## src/rtl/pwl_codec_pkg.sv

```systemverilog
package pwl_codec_pkg;

  typedef enum logic [1:0] {TX_IDLE, TX_ARM, TX_HIGH, TX_LOW} tx_state_t;

  // high time in ticks for one bit value
  function automatic int hi_ticks(input logic b, input int t_short, input int t_long);
    return b ? t_long : t_short;
  endfunction

  // low gap in ticks, stretched after the final bit of a byte
  function automatic int gap_ticks(input logic last, input int t_short, input int t_long);
    return last ? t_long : t_short;
  endfunction

endpackage

```

## src/rtl/pwl_tick_gen.sv

```systemverilog
module pwl_tick_gen #(
  parameter int DIV = 4
) (
  input  logic clk,
  input  logic rst_n,
  output logic tick
);
  localparam int DW = (DIV > 1) ? $clog2(DIV) : 1;
  localparam logic [DW-1:0] LAST = DW'(DIV - 1);

  logic [DW-1:0] cnt;

  assign tick = (cnt == LAST);

  always_ff @(posedge clk) begin
    if (!rst_n)    cnt <= '0;
    else if (tick) cnt <= '0;
    else           cnt <= cnt + 1'b1;
  end
endmodule

```

## src/rtl/pwl_sync.sv

```systemverilog
module pwl_sync #(
  parameter int STAGES = 2
) (
  input  logic clk,
  input  logic rst_n,
  input  logic d,
  output logic q
);
  logic [STAGES-1:0] chain;

  always_ff @(posedge clk) begin
    if (!rst_n) chain <= '0;
    else        chain <= {chain[STAGES-2:0], d};
  end

  assign q = chain[STAGES-1];
endmodule

```

## src/rtl/pwl_tx.sv

```systemverilog
module pwl_tx
  import pwl_codec_pkg::*;
#(
  parameter int T_SHORT = 4,
  parameter int T_LONG  = 8
) (
  input  logic       clk,
  input  logic       rst_n,
  input  logic       tick,
  input  logic [7:0] data,
  input  logic       valid,
  output logic       ready,
  output logic       line,
  output logic       done
);
  localparam int TW = $clog2(T_LONG + 1);

  tx_state_t     state;
  logic [TW-1:0] cnt;
  logic [7:0]    sh;
  logic [2:0]    nbit;
  logic          last_bit;

  assign ready    = (state == TX_IDLE);
  assign last_bit = (nbit == 3'd7);

  always_ff @(posedge clk) begin
    if (!rst_n) begin
      state <= TX_IDLE;
      cnt   <= '0;
      sh    <= '0;
      nbit  <= '0;
      line  <= 1'b0;
      done  <= 1'b0;
    end else begin
      done <= 1'b0;
      case (state)
        TX_IDLE: if (valid) begin
          sh    <= data;
          nbit  <= '0;
          state <= TX_ARM;
        end
        TX_ARM: if (tick) begin
          line  <= 1'b1;
          cnt   <= TW'(hi_ticks(sh[7], T_SHORT, T_LONG) - 1);
          state <= TX_HIGH;
        end
        TX_HIGH: if (tick) begin
          if (cnt == '0) begin
            line  <= 1'b0;
            cnt   <= TW'(gap_ticks(last_bit, T_SHORT, T_LONG) - 1);
            state <= TX_LOW;
          end else cnt <= cnt - 1'b1;
        end
        TX_LOW: if (tick) begin
          if (cnt == '0) begin
            if (last_bit) begin
              state <= TX_IDLE;
              done  <= 1'b1;
            end else begin
              nbit  <= nbit + 1'b1;
              sh    <= {sh[6:0], 1'b0};
              line  <= 1'b1;
              cnt   <= TW'(hi_ticks(sh[6], T_SHORT, T_LONG) - 1);
              state <= TX_HIGH;
            end
          end else cnt <= cnt - 1'b1;
        end
        default: state <= TX_IDLE;
      endcase
    end
  end
endmodule

```

## src/rtl/pwl_rx.sv

```systemverilog
module pwl_rx #(
  parameter int T_THRESH = 6,
  parameter int T_START  = 16,
  parameter int T_GLITCH = 2
) (
  input  logic       clk,
  input  logic       rst_n,
  input  logic       tick,
  input  logic       line_s,
  output logic [7:0] data,
  output logic       valid,
  output logic       err,
  output logic       start
);
  localparam int CW = $clog2(T_START + 1);
  localparam logic [CW-1:0] C_MAX = CW'(T_START);
  localparam logic [CW-1:0] C_THR = CW'(T_THRESH);
  localparam logic [CW-1:0] C_GLT = CW'(T_GLITCH);

  logic [CW-1:0] hi_len;
  logic          prev;
  logic [6:0]    sh;
  logic [2:0]    nb;
  logic          fall, is_glitch, is_start, bit_val;
  logic [7:0]    next_byte;

  assign fall      = prev & ~line_s;
  assign is_glitch = (hi_len < C_GLT);
  assign is_start  = (hi_len >= C_MAX);
  assign bit_val   = (hi_len >= C_THR);
  assign next_byte = {sh, bit_val};

  always_ff @(posedge clk) begin
    if (!rst_n) begin
      hi_len <= '0;
      prev   <= 1'b0;
      sh     <= '0;
      nb     <= '0;
      data   <= '0;
      valid  <= 1'b0;
      err    <= 1'b0;
      start  <= 1'b0;
    end else begin
      prev  <= line_s;
      valid <= 1'b0;
      err   <= 1'b0;
      start <= 1'b0;
      if (line_s) begin
        if (tick && hi_len != C_MAX) hi_len <= hi_len + 1'b1;
      end else hi_len <= '0;
      if (fall) begin
        if (is_glitch) begin
          err <= 1'b1;
          nb  <= '0;
        end else if (is_start) begin
          start <= 1'b1;
          nb    <= '0;
        end else begin
          sh <= next_byte[6:0];
          if (nb == 3'd7) begin
            data  <= next_byte;
            valid <= 1'b1;
            nb    <= '0;
          end else nb <= nb + 1'b1;
        end
      end
    end
  end
endmodule

```

## src/rtl/pwl_codec.sv

```systemverilog
module pwl_codec #(
  parameter int TICK_DIV = 4,
  parameter int T_SHORT  = 4,
  parameter int T_LONG   = 8,
  parameter int T_THRESH = 6,
  parameter int T_START  = 16,
  parameter int T_GLITCH = 2,
  parameter int SYNC_STAGES = 2
) (
  input  logic       clk,
  input  logic       rst_n,
  input  logic [7:0] tx_data,
  input  logic       tx_valid,
  output logic       tx_ready,
  output logic       tx_line,
  output logic       tx_done,
  input  logic       rx_line,
  output logic [7:0] rx_data,
  output logic       rx_valid,
  output logic       rx_err,
  output logic       rx_start
);
  logic tick;
  logic rx_line_s;

  pwl_tick_gen #(.DIV(TICK_DIV)) u_tick (
    .clk(clk), .rst_n(rst_n), .tick(tick)
  );

  pwl_tx #(.T_SHORT(T_SHORT), .T_LONG(T_LONG)) u_tx (
    .clk(clk), .rst_n(rst_n), .tick(tick),
    .data(tx_data), .valid(tx_valid), .ready(tx_ready),
    .line(tx_line), .done(tx_done)
  );

  pwl_sync #(.STAGES(SYNC_STAGES)) u_sync (
    .clk(clk), .rst_n(rst_n), .d(rx_line), .q(rx_line_s)
  );

  pwl_rx #(.T_THRESH(T_THRESH), .T_START(T_START), .T_GLITCH(T_GLITCH)) u_rx (
    .clk(clk), .rst_n(rst_n), .tick(tick), .line_s(rx_line_s),
    .data(rx_data), .valid(rx_valid), .err(rx_err), .start(rx_start)
  );
endmodule

```

## config.mk

```make
export PLATFORM = sky130hd
export DESIGN_NAME = pwl_codec
export DESIGN_NICKNAME = d
export VERILOG_FILES = /design/src/rtl/pwl_codec_pkg.sv /design/src/rtl/pwl_tick_gen.sv /design/src/rtl/pwl_sync.sv /design/src/rtl/pwl_tx.sv /design/src/rtl/pwl_rx.sv /design/src/rtl/pwl_codec.sv
export SDC_FILE = /design/constraint.sdc
export NUM_CORES = 1
export LEC_CHECK = 0
export ABC_AREA = 1
export BUFFER_PORTS_ARGS = -buffer_cell sky130_fd_sc_hd__buf_2
export CAP_MARGIN = 20
export CORE_UTILIZATION = 35
export CTS_BUF_LIST = sky130_fd_sc_hd__clkbuf_16
export DETAILED_ROUTE_END_ITERATION = 10
export PLACE_DENSITY = 0.51
export SLEW_MARGIN = 20
export SYNTH_ARGS = -nofsm -noshare
export SYNTH_HDL_FRONTEND = slang
export SYNTH_SLANG_ARGS = --single-unit
```

## constraint.sdc

```tcl
create_clock -name clk -period 3.75 [get_ports clk]
set_input_delay 0.75 -clock clk [delete_from_list [all_inputs] [get_ports clk]]
set_output_delay 0.75 -clock clk [all_outputs]
set_load 0.1 [all_outputs]
```

# Word-level counts from Yosys, hierarchy flattened
# Cells that the tools add are included.
# totals
ff_bits,50
elab_cells,107
# classes
n_addsub,8
magnitude_cmp,3
eq_ne,15
mux,42
bitwise_logic,6
reduce_logical,17
# op_table
operator,count
two-way mux 4 bit,9
two-way mux 8 bit,4
two-way mux 3 bit,7
one-hot mux 8 bit (2 select lines),1
two-way mux 2 bit,7
one-hot mux 4 bit (3 select lines),1
subtractor 4 x 2 -> 4 bit (second input constant),3
two-way mux 1 bit,10
inequality test 2 x 1 -> 1 bit (second input constant),5
AND reduction 5 bit,2
one-hot mux 2 bit (4 select lines),1
AND reduction 4 bit,2
AND reduction 7 bit,1
adder 3 x 1 -> 3 bit (second input constant),2
equality test 2 bit (second input constant),3
equality test 3 bit (second input constant),2
one-hot mux 3 bit (2 select lines),1
AND reduction 6 bit,1
adder 5 x 1 -> 5 bit (second input constant),1
greater-or-equal comparator 5 x 3 -> 1 bit (second input constant),1
greater-or-equal comparator 5 bit (second input constant),1
less-than comparator 5 x 2 -> 1 bit (second input constant),1
inequality test 5 bit (second input constant),1
NOT 1 bit,5
other kinds (17),19

# Longest topological paths before layout
# logic_depth
depth_word,6
depth_mapped,10
depth_no_buf,10

# Cells and area by module
# A second synthesis with hierarchy kept.
# hier_totals
cells_unflattened,321
area_unflattened_um2,2333.5
# by_module_without_submodules
module,instances,cells_each,area_each_um2
pwl_tx,1,163,1119.8
pwl_rx,1,144,1087.3
pwl_tick_gen,1,8,71.3
pwl_sync,1,6,55.1

# Worst setup path before layout
# OpenSTA, ideal clock, no wires.
# synth_path
path_kind,register -> output
from,register u_tx.state[1]
to,output port tx_ready
t_arrival_ps,972
required_time_ps,3000
setup_slack_ps,2028
stages_incl_launch_ff,2
path_buffers,0
path_cell_list,dfxtp_1 nor2_4
# synth_via
elab_chain_len,1
# synth_lines
item,line_no,text
from (decl),pwl_tx.sv:18,tx_state_t state;
from (signal assigned),pwl_tx.sv:29,state <= TX_IDLE;
from (signal assigned),pwl_tx.sv:41,state <= TX_ARM;
from (signal assigned),pwl_tx.sv:46,state <= TX_HIGH;
zero test 2 bit,pwl_tx.sv:24,assign ready = (state == TX_IDLE);
to (decl),pwl_codec.sv:14,"output logic tx_ready,"
# Every way passes these cells.

# Worst setup path in the final report
# Ends and elaborated chain as after synthesis.

==> out/results.tsv <==
stage	metric	value	unit
global_routing	initial antenna violation count	0	
drt	drt pass-1 iters	7	
placement	I/O Buffers	25	
global_routing	gr ovfl total	0	
worst_setup_path	CP Class	flip-flop to output port	
floorplan	# rows	29	
power_and_ir_drop	PD cells	473.7	mW/mm^2
clocking	CTS root buffer	clkbuf_16	
worst_setup_path	crit path cell chain	nor2_4 -> buf_2	
drt	vias per cell	4.675	
drt	drt drc	4	
yosys	Gate Count Post-Synth	324	
yosys	register area share after synthesis	0.4240	
yosys	Area contributors post-synth	dfxtp_1 (42%), nand2_1 (14%), nor2_1 (7.2%)	
worst_hold_path	Worst Hold End	u_sync.chain[1]$_SDFF_PN0_	
worst_setup_path	Buf+Inv Stages, Crit Path	1	
worst_setup_path	CP endpoint kind	output port	
sta	RSZ-0062 raised after global routing	false	
global_routing	largest net degree at the start of global routing	28	
clocking	CTS Buf Count	5	
sta	Slew Viols, Final	0	
worst_setup_path	Startpoint Class	flip-flop	
sta	Worst Skew	6.841	ps
sta	Max-slew headroom	0.6398	
worst_setup_path	CP max stage cell	buf_2	
status	status	finished with violations	
floorplan	Core ar.	0.006422	mm^2
layout	Nets	367	
worst_setup_path	R2R cell count	7	
status	failing checks	DRC	
clocking	Sink Count	50	
worst_setup_path	CP delay by family, top	buffers and inverters	
sta	Final Setup Violations	0	
global_routing	first-pass GRT wire length	8.466	mm
layout	proportion of layout cells with a drive suffix above 1	0.1585	
clocking	CTS tree	yes	
sta	setup ws final	1546	ps
drt	detail-routed net length per standard cell	11.24	um
drt	DRT iter0 DRCs	84	
global_routing	vias in the first global route	1886	
clocking	clock-pin slew on the worst setup and hold paths	70	ps
floorplan	I/O pin total	26	
sta	Final min period	2204	ps
global_routing	Tot GR Track Use	0.1493	
placement	post-detail-place hpwl	3.319	mm
worst_setup_path	Critical Path AT	1450	ps
global_routing	met3 track demand over resource	0.03933	
placement	Place WS	1526	ps
yosys	Mapped Area	0.002361	mm^2
layout	Ant. Diodes	0	
floorplan	die area	0.007078	mm^2
sta	Max Freq	0.4538	GHz
worst_setup_path	WP data required	3000	ps
yosys	Mapped Nets	345	
yosys	YS warnings	0	
worst_hold_path	worst min-delay path startpoint	u_sync.chain[0]$_SDFF_PN0_	
power_and_ir_drop	Max IR drop VDD	0.0002251	V
sta	part of the cycle the worst path needs	0.5876	
floorplan	die width	84.13	um
drt	via count	1982	
flow_run	Max Cap Violations	0	
clocking	number of hold buffers added after cts	0	
worst_setup_path	flop2flop setup slack	1820	ps
clocking	post-CTS setup buffer count	0	
worst_setup_path	critical path fanouts, max	7	
clocking	Resize count post-CTS	0	
layout	area grow syn2layout	12.72	%
floorplan	Chip Height	84.13	um
power_and_ir_drop	Static Leakage	0.001187	uW
yosys	Yosys cell types	29	
clocking	worst skew pair latency	300	ps
floorplan	initial core utilization	0.3676	
worst_hold_path	Min-Delay Path Class	flip-flop to flip-flop	
global_routing	GRT busiest layer	met2	
drt	Routed Antenna Nets	0	
yosys	largest area contributor in the netlist	dfxtp_1	
sta	Hold Vio Cnt, Final	0	
clocking	H-tree depth	2	
yosys	FF+latch count, synth	50	
global_routing	met2 usage	0.2459	
yosys	synthesized area per cell	7.287	um^2
worst_hold_path	worst hold stages	2	
clocking	Clock Tree Buf Depth	2	
worst_setup_path	FF-to-FF End	u_tx.sh[5]$_SDFFE_PN0P_	
drt	Total Wirelength	4.764	mm
sta	Least-Margin Pin Slew	536.9	ps
sta	TNS Setup	0	ps
worst_setup_path	reg2reg start	u_tick.cnt[0]$_SDFF_PP0_	
yosys	Yosys top cell area share	0.4240	
worst_setup_path	max incr delay on CP	470	ps
placement	gp weighted congestion	0.8375	
global_routing	met1 GRT Util	0.1877	
-- power by group --
part,switching [uW],internal (uW)
Combinational,137,62.1
Clock,217,256
Sequential,25.5,563
Total,380,880
-- worst reg2reg max path, stage by stage, from the launching register on --
cell,delay [ps]
dfxtp_1,340
ha_1,400
inv_1,260
o21ai_2,460
nand2_2,120
clkinv_2,150
nor2_1,60
nor2_1,90
-- synthesized netlist by cell type, drive strengths merged --
library cell,instances
nand2,97
nor2,52
dfxtp,50
inv,26
a21oi,20
nand3,19
o21ai,15
ha,9
buf,8
nor3,8
nand3b,7
nand4,5
clkinv,3
clkbuf,2
and3,1
or2,1
xor2,1
-- through the flow --
step / utilization / area [um^2] / power, uW / hold slack (ps) / std cells
final: 0.4144 / 2661 / 1261 / 416.2 / 424
after global routing: 0.4144 / 2661 / 1337 / 463.4 / 424
after CTS: 0.4144 / 2661 / 1283 / 423.0 / 424
after detailed placement: 0.3904 / 2507 / 802.0 / 405.4 / 416
after global placement: 0.3904 / 2507 / 799.1 / 393.1 / 416
after floorplan: - / 2361 / 768.7 / 390.5 / 324
-- cells by family (layout without fill, tap and decap cells) --
group,after synthesis,count (layout),share of synthesized area
buffers and inverters,39,62,0.07896
XOR/XNOR,1,1,0.003710
AND/OR/NAND/NOR,190,190,0.3699
flip-flops,50,50,0.4240
adder cells (fa/ha/maj),9,9,0.04770
AO/OA/AOI/OAI,35,35,0.07579
-- registers in the layout, indices dropped and copies added, names as in the netlist, 2 cells and up --
signal	cells
u_rx.data	8
u_tx.sh	8
u_rx.sh	7
u_rx.hi_len	5
u_tx.cnt	4
u_rx.nb	3
u_tx.nbit	3
u_sync.chain	2
u_tick.cnt	2
u_tx.state	2
-- layer usage --
metal	vias to the layer above	wire length [um]
met5	-	0
met3	5	134
met2	19	2164
met4	0	72
met1	882	2394
li1	1076	-
-- placed cells by master, fill, tap and decap left out, drive strengths merged --
cell    instances
xor2            1
nand3          19
clkinv          4
inv            28
or2             1
clkbuf          5
nand3b          7
nand4           5
o21ai          15
ha              9
nor2           52
nand2          97
and3            1
buf            25
dfxtp          50
nor3            8
a21oi          20
-- area by class of cell --
| cell class | count | area (um^2) |
|---|---|---|
| Clock buffer | 5 | 125.1 |
| Clock inverter | 3 | 28.78 |
| Fill cell | 682 | 3761 |
| Inverter | 29 | 111.4 |
| Multi-Input combinational cell | 235 | 1174 |
| Sequential cell | 50 | 1001 |
| Tap cell | 77 | 96.34 |
| Timing Repair Buffer | 25 | 125.1 |
-- worst max path at each step --
stage,start,cells past startpoint,endpoint
after floorplan,u_tx.state[1]$_SDFFE_PN0P_,1,tx_ready
after global placement,rst_n,5,u_tx.state[1]$_SDFFE_PN0P_
after detailed placement,rst_n,5,u_tx.state[1]$_SDFFE_PN0P_
after CTS,u_tx.state[1]$_SDFFE_PN0P_,2,tx_ready
after global routing,u_tx.state[1]$_SDFFE_PN0P_,2,tx_ready
final,u_tx.state[1]$_SDFFE_PN0P_,2,tx_ready
Power figures use the tool's default switching activity.
